<file path="config.mk">
export PLATFORM = sky130hd
export DESIGN_NAME = cmul_top
export DESIGN_NICKNAME = d
export VERILOG_FILES = /design/src/rtl/cmul_pkg.sv /design/src/rtl/cmul_prod.sv /design/src/rtl/cmul_sum.sv /design/src/rtl/cmul_out.sv /design/src/rtl/cmul_top.sv
export SDC_FILE = /design/constraint.sdc
export NUM_CORES = 2
export LEC_CHECK = 0
export BUFFER_PORTS_ARGS = -buffer_cell sky130_fd_sc_hd__buf_4
export CORE_MARGIN = 3
export CORE_UTILIZATION = 65
export CTS_CLUSTER_DIAMETER = 200
export CTS_CLUSTER_SIZE = 10
export DETAILED_ROUTE_END_ITERATION = 7
export GPL_TIMING_DRIVEN = 0
export PLACE_DENSITY = 0.93
export SYNTH_ARGS = -nofsm -noshare
export SYNTH_HDL_FRONTEND = slang
export SYNTH_HIERARCHICAL = 1
export SYNTH_SLANG_ARGS = --single-unit
</file>
<file path="constraint.sdc">
create_clock -name clk -period 8.1 [get_ports clk]
set_input_delay 0.81 -clock clk [delete_from_list [all_inputs] [get_ports clk]]
set_output_delay 0.81 -clock clk [all_outputs]
set_load 0.02 [all_outputs]
</file>
<file path="src/rtl/cmul_pkg.sv">
package cmul_pkg;

    localparam int DW    = 16;           // input component width
    localparam int OW    = 16;           // output component width
    localparam int SHW   = 5;            // shift control width
    localparam int MAXSH = 16;           // largest shift honoured
    localparam int PW    = 2 * DW;       // product width
    localparam int SW    = PW + 1;       // sum width
    localparam int RW    = SW + 1;       // rounding headroom

    localparam logic signed [RW-1:0] R_MAX = RW'(2 ** (OW - 1) - 1);
    localparam logic signed [RW-1:0] R_MIN = RW'(-(2 ** (OW - 1)));

    typedef enum logic {MODE_MUL = 1'b0, MODE_DET = 1'b1} mode_e;

    typedef struct packed {
        logic signed [DW-1:0] re;
        logic signed [DW-1:0] im;
    } cplx_t;

    typedef struct packed {
        logic signed [PW-1:0] rr;
        logic signed [PW-1:0] ii;
        logic signed [PW-1:0] ri;
        logic signed [PW-1:0] ir;
        mode_e                mode;
        logic [SHW-1:0]       sh;
    } prod_t;

    typedef struct packed {
        logic signed [SW-1:0] re;
        logic signed [SW-1:0] im;
        mode_e                mode;
        logic [SHW-1:0]       sh;
    } sum_t;

    // shift right with round-half-up, then clamp to the output range
    function automatic logic signed [OW-1:0] round_sat(input logic signed [SW-1:0] v,
                                                       input logic [SHW-1:0] sh);
        logic signed [RW-1:0] ext;
        logic signed [RW-1:0] bias;
        logic signed [RW-1:0] r;
        ext  = RW'(v);
        bias = (sh == '0) ? '0 : (RW'(1) <<< (sh - 1'b1));
        r    = (ext + bias) >>> sh;
        if (r > R_MAX)      r = R_MAX;
        else if (r < R_MIN) r = R_MIN;
        return OW'(r);
    endfunction

endpackage

</file>
<file path="src/rtl/cmul_prod.sv">
module cmul_prod
    import cmul_pkg::*;
(
    input  logic           clk,
    input  logic           rst,
    input  logic           v_in,
    input  cplx_t          a,
    input  cplx_t          b,
    input  mode_e          mode,
    input  logic [SHW-1:0] sh,
    output logic           v_out,
    output prod_t          p
);
    cplx_t b_eff;

    // detection reuses the multipliers with the sample as second operand
    always_comb b_eff = (mode == MODE_DET) ? a : b;

    always_ff @(posedge clk) begin
        if (rst) begin
            v_out <= 1'b0;
            p     <= '0;
        end else begin
            v_out <= v_in;
            if (v_in) begin
                p.rr   <= a.re * b_eff.re;
                p.ii   <= a.im * b_eff.im;
                p.ri   <= a.re * b_eff.im;
                p.ir   <= a.im * b_eff.re;
                p.mode <= mode;
                p.sh   <= sh;
            end
        end
    end
endmodule

</file>
<file path="src/rtl/cmul_sum.sv">
module cmul_sum
    import cmul_pkg::*;
(
    input  logic  clk,
    input  logic  rst,
    input  logic  v_in,
    input  prod_t p,
    output logic  v_out,
    output sum_t  s
);
    logic signed [SW-1:0] rr_x, ii_x, ri_x, ir_x;

    always_comb begin
        rr_x = SW'(p.rr);
        ii_x = SW'(p.ii);
        ri_x = SW'(p.ri);
        ir_x = SW'(p.ir);
    end

    always_ff @(posedge clk) begin
        if (rst) begin
            v_out <= 1'b0;
            s     <= '0;
        end else begin
            v_out <= v_in;
            if (v_in) begin
                if (p.mode == MODE_DET) begin
                    s.re <= rr_x + ii_x;
                    s.im <= '0;
                end else begin
                    s.re <= rr_x - ii_x;
                    s.im <= ri_x + ir_x;
                end
                s.mode <= p.mode;
                s.sh   <= p.sh;
            end
        end
    end
endmodule

</file>
<file path="src/rtl/cmul_out.sv">
module cmul_out
    import cmul_pkg::*;
(
    input  logic                 clk,
    input  logic                 rst,
    input  logic                 v_in,
    input  sum_t                 s,
    output logic                 v_out,
    output logic signed [OW-1:0] y_re,
    output logic signed [OW-1:0] y_im
);
    mode_e mode_q;

    always_ff @(posedge clk) begin
        if (rst) begin
            v_out  <= 1'b0;
            y_re   <= '0;
            y_im   <= '0;
            mode_q <= MODE_MUL;
        end else begin
            v_out <= v_in;
            if (v_in) begin
                y_re   <= round_sat(s.re, s.sh);
                y_im   <= round_sat(s.im, s.sh);
                mode_q <= s.mode;
            end
        end
    end


    det_imag_zero_chk: assert property (@(posedge clk) disable iff (rst)
        (v_out && mode_q == MODE_DET) |-> (y_im == '0));


    det_real_nonneg_chk: assert property (@(posedge clk) disable iff (rst)
        (v_out && mode_q == MODE_DET) |-> !y_re[OW-1]);


    idle_hold_chk: assert property (@(posedge clk) disable iff (rst)
        !v_in |=> ($stable(y_re) && $stable(y_im)));
endmodule

</file>
<file path="src/rtl/cmul_top.sv">
module cmul_top
    import cmul_pkg::*;
(
    input  logic                 clk,
    input  logic                 rst,
    input  logic                 in_valid,
    input  logic                 mode_det,
    input  logic [SHW-1:0]       shift,
    input  logic signed [DW-1:0] a_re,
    input  logic signed [DW-1:0] a_im,
    input  logic signed [DW-1:0] b_re,
    input  logic signed [DW-1:0] b_im,
    output logic                 out_valid,
    output logic signed [OW-1:0] y_re,
    output logic signed [OW-1:0] y_im
);
    cplx_t          a_c, b_c;
    mode_e          mode_c;
    logic [SHW-1:0] sh_c;
    logic           v1, v2;
    prod_t          p1;
    sum_t           s2;

    always_comb begin
        a_c.re = a_re;
        a_c.im = a_im;
        b_c.re = b_re;
        b_c.im = b_im;
        mode_c = mode_det ? MODE_DET : MODE_MUL;
        sh_c   = (shift > SHW'(MAXSH)) ? SHW'(MAXSH) : shift;
    end

    cmul_prod u_prod (
        .clk(clk), .rst(rst), .v_in(in_valid), .a(a_c), .b(b_c),
        .mode(mode_c), .sh(sh_c), .v_out(v1), .p(p1)
    );

    cmul_sum u_sum (
        .clk(clk), .rst(rst), .v_in(v1), .p(p1), .v_out(v2), .s(s2)
    );

    cmul_out u_out (
        .clk(clk), .rst(rst), .v_in(v2), .s(s2),
        .v_out(out_valid), .y_re(y_re), .y_im(y_im)
    );

    // cycles since reset, saturating at the pipeline depth
    logic [1:0] since_rst;
    always_ff @(posedge clk) begin
        if (rst)                   since_rst <= 2'd0;
        else if (since_rst != 2'd3) since_rst <= since_rst + 2'd1;
    end


    valid_latency_chk: assert property (@(posedge clk) disable iff (rst)
        (since_rst == 2'd3) |-> (out_valid == $past(in_valid, 3)));


    reset_clear_chk: assert property (@(posedge clk)
        rst |=> (!out_valid && y_re == '0 && y_im == '0));
endmodule

</file>
Yosys cells after proc, flatten, opt, wreduce, memory -nomap -nowiden
Index checks and enable logic that the tools add are counted.
{ "op_classes": {"addsub": 6, "mul": 4, "n_div": 0, "magnitude_cmp": 5, "n_eq_ne": 0, "n_shift": 3, "muxes": 9, "n_bitwise": 0, "reduce_logical": 1} }
{ "ops": {"columns": ["cell", "count"], "rows": [
  ["multiplier 16 x 16 -> 32 bit", 4],
  ["adder 33 x 34 -> 34 bit", 2],
  ["> comparator 34 x 16 -> 1 bit, second input constant", 2],
  ["< comparator 34 x 16 -> 1 bit, second input constant", 2],
  [">>> shifter 34 x 5 -> 34 bit", 2],
  ["adder 32 x 32 -> 33 bit", 2],
  ["two-way mux 66 bit", 1],
  ["two-way mux 16 bit", 4],
  ["two-way mux 34 bit", 1],
  ["<<< shifter 1 x 5 -> 34 bit, first input constant", 1],
  ["subtractor 32 x 32 -> 33 bit", 1],
  ["two-way mux 32 bit", 1],
  ["> comparator 5 bit, second input constant", 1],
  ["logical NOT 5 bit", 1],
  ["two-way mux 5 bit", 1],
  ["subtractor 5 x 1 -> 5 bit, second input constant", 1],
  ["two-way mux 1 bit", 1]
]} }
{ "totals": {"register_bits": 240, "latch_bits": 0, "ram_bits": 0, "rom_bits": 0, "input_bits": 73, "output_inout_bits": 33, "wordCells": 42, "mem_count": 0} }

Depth between registers and ports, before layout
{ "logic_depth": {"ltp_word": 8, "depth_mapped": 28, "ltp_nobuf": 23} }

Hierarchy
The synthesis kept the hierarchy.
{ "by_module_without_submodules": {"columns": ["module", "instances", "cells_per_inst", "area_each_um2", "seq_area_each_um2"], "rows": [
  ["cmul_prod", 1, 4838, 44152.3, 2702.6],
  ["cmul_out", 1, 1653, 11409.7, 660.6],
  ["cmul_sum", 1, 798, 6426.2, 1461.4],
  ["cmul_top", 1, 5, 28.8, 0.0]
]} }

Worst setup path before layout
OpenSTA, ideal clock, no wires.
{ "synth_timing": {"path_kind": "input to register", "start": "in mode_det", "end": "reg u_prod/p[101] (netlist name)", "setup_ps": 128, "arrival_time_ps": 7399, "t_required_ps": 7972, "slack_ps": 573, "stages": 23, "path_buffers": 3, "path_cell_list": "clkbuf_1 -> buf_1 -> mux2_2 -> clkbuf_1 -> nand2_1 -> inv_1 -> fa_1 -> fa_1 -> fa_1 -> fa_1 -> fa_1 -> inv_1 -> fa_1 -> inv_1 -> ha_1 -> a21o_1 -> a21o_1 -> a21oi_1 -> o221ai_1 -> a41oi_2 -> nor2_1 -> o41ai_1 -> o31ai_1"} }
{ "synth_via": {"elab_chain_cells": 3} }
{ "synth_lines": {"columns": ["item", "line_no", "text"], "rows": [
  ["start, declared", "cmul_top.sv:7", "input logic mode_det,"],
  ["two-way mux 1 bit", "cmul_top.sv:29", "mode_c = mode_det ? MODE_DET : MODE_MUL;"],
  ["two-way mux 32 bit", "cmul_prod.sv:17", "always_comb b_eff = (mode == MODE_DET) ? a : b;"],
  ["multiplier 16 x 16 -> 32 bit", "cmul_prod.sv:27", "p.ii <= a.im * b_eff.im;"]
]} }
Every way passes these cells.
A chain may end at the register's enable or synchronous reset.

Worst setup path in the final report
{ "layout_timing": {"start": "reg u_sum/s[0] (netlist name)", "end": "reg u_out.y_re[4]"} }
{ "layout_via": {"elab_chain_cells": 8, "elab_cells_between_ends": 10, "cone_classes": "add/sub (2); order compare (2); shift (2); mux (3); reduce/logical (1)"} }
{ "layout_lines": {"columns": ["item", "line_no", "text"], "rows": [
  ["subtractor 5 x 1 -> 5 bit", "cmul_pkg.sv:44", "bias = (sh == '0) ? '0 : (RW'(1) <<< (sh - 1'b1));"],
  ["<<< shifter 1 x 5 -> 34 bit", "cmul_pkg.sv:44", null],
  ["two-way mux 34 bit", "cmul_pkg.sv:44", null],
  ["adder 33 x 34 -> 34 bit", "cmul_pkg.sv:45", "r = (ext + bias) >>> sh;"],
  [">>> shifter 34 x 5 -> 34 bit *", "cmul_pkg.sv:45", null],
  ["< comparator 34 x 16 -> 1 bit", "cmul_pkg.sv:47", "else if (r < R_MIN) r = R_MIN;"],
  ["two-way mux 16 bit", "cmul_pkg.sv:47", null],
  ["two-way mux 16 bit *", "cmul_pkg.sv:46", "if (r > R_MAX) r = R_MAX;"],
  ["end signal, assigned", "cmul_out.sv:23", "y_re <= round_sat(s.re, s.sh);"],
  ["end, declared", "cmul_out.sv:9", "output logic signed [OW-1:0] y_re,"]
]} }
Every way passes the cells marked *; elsewhere a longest branch is shown, timed or not.

==> qor.yml <==
clock_tree:
  postCtsHoldBufs: 0
  cts_tree: "yes"
  htreeDepth: 1
  clk_path_buf_depth: 3
  clock_sinks: 240
  clk_pin_slew_worst_paths_ps: 70
  numCtsBuffers: 27
  clock-root-buffer: "clkbuf_16"
  clock_latency_ps: 620
sta:
  slew_headroom: 0.06077
  fin_crit_ps: 8108
  fin_skew_ps: 47.34
  tightest_slew_ps: 1409
  hold_viol_final: 0
  setup_slack_ps: -7.502
  setup_viol: 2
  slew_viol_final: 0
  clock.fmax_ghz: 0.1233
  period_share: 1.001
placed_design:
  port_buffers: 105
  hpwlAfterDp_um: 203600
  gp_congestion: 1.174
setup_path:
  cp-end-kind: "register"
  reg2reg_from: "u_sum/s[0]"
  critPathKind: "register to register"
  cp.arrival_ps: 8590
  critPathMaxFanout: 10
  cp.required_ps: 8590
  start_kind: "register"
  startpoint: "u_sum/s[0]"
yosys:
  syn_inst: 7291
  yosysWarnings: 6
  netlist_area_mm2: 0.06198
  postSynthAreaPerCell_um2: 8.501
floorplanning:
  die_w_um: 314.8
  die_y_um: 314.8
  ios: 106
  start_util: 0.6602
  fp-row-count: 112
  die_area_mm2: 0.09910
  core_mm2: 0.09389
min_path:
  min_from: "u_prod/p[62]"
  min_path_type: "register to register"
layout:
  post-route-util: 0.7037
  drive_gt1_frac: 0.06600
  regArea_mm2: 0.004805
  multi_input_area_mm2: 0.05171
  syn2layout_area_growth_pct: 6.599
  fin_nets: 9019
  nFillCells: 7261
global_routing:
  antenna_found_initial: 15
  grt_max_degree: 20
  grt_overflow_total: 0
  track_usage: 0.5065
  grt_pass1_vias: 58874
  grt_pass1_wl_um: 369200
status:
  outcome: "finished with violations"
  violations: "DRC, setup timing"
drt:
  routedWlPerCell_um: 28.67
  drt_first_pass_iters: 8
  routed_wl_um: 249500
  ant_nets: 0
  drc: 59
  routed_via_density: 6.554
  first_iter_violations: 6337
  num_vias: 57022
job:
  drv_cap: 0
-- flip-flops by register name (all words and copies together), names as in the netlist --
name and cells:
u_prod/v_out 1, u_out/y_re 16, u_sum/v_out 1, u_out/y_im 16
u_out/v_out 1, u_prod/p 134, u_sum/s 71
-- placed cells by master (no fill, tap or decap), drive strengths merged, types with 157 or more instances in the layout --
cell type / instances
xnor2: 167
ha: 454
inv: 1223
fa: 1052
nand2: 745
o21ai: 227
buf: 176
clkbuf: 369
and2: 451
nor2: 444
dfxtp: 240
a21oi: 328
mux2i: 157
-- final timing paths --
path / to / slack (ps) / depth (start not counted)
max: u_out/y_re[4] / -8 / 25
min: u_prod/p[62] / 470 / 2
max reg2reg: u_out/y_re[4] / -8 / 25
min reg2reg: u_prod/p[62] / 470 / 2
-- metrics by stage --
stage	hold WS [ps]	instances	area [um^2]	setup WS, ps	TNS (ps)
final	465.0	8700	66070	-7.502	-8.197
after global routing	486.6	8693	66060	-62.18	-767.6
after CTS	467.8	8685	65540	-29.47	-153.4
after detailed placement	454.3	8652	64350	-3130	-170980
after global placement	439.4	8651	64340	-3075	-163390
after floorplan	429.1	7292	61990	572.8	0
-- worst max-delay path: stages (launching register included) --
cell and delay (ps):
dfxtp_1 310, buf_2 180, buf_6 200, inv_1 100, clkbuf_2 410, clkbuf_4 440
clkbuf_4 390, buf_2 400, nand2_1 330, nor2_4 420, ha_1 310, clkbuf_1 210
a21oi_1 240, o21ai_0 200, a21o_1 260, or4_1 600, a211oi_4 410, xnor2_1 170
a211oi_4 460, mux4_2 370, inv_2 60, a221o_1 390, o41a_1 480, a311oi_4 260
buf_4 210, o32ai_1 100
-- layout make-up --
class | instances | area share
multi-input cells | 5428 | 0.7826
plain buffers | 393 | 0.02520
clock buffers | 27 | 0.01023
flip-flops and latches | 240 | 0.07272
diodes | 7 | 0.0002651
clock inverters | 1 | 0.0003030
well taps | 1254 | 0.02375
repair buffers | 127 | 0.01538
inverters | 1223 | 0.06953
-- per-layer routing --
metal | up-vias | track usage | wire length (um)
li1 | 23893 | - | -
met1 | 27302 | 0.5475 | 78800
met2 | 4280 | 0.7721 | 106200
met3 | 1531 | 0.1676 | 30780
met4 | 16 | 0.4971 | 33610
met5 | - | 0 | 98
-- timing repair --
item,in CTS,in global routing
setup endpoints to repair,93,70
pin swaps,7,18
gates resized for setup,127,123
buffers inserted,7,14
Power is not shown: default switching activity piles up to over one toggle a cycle in this logic, so the estimate is an artifact.
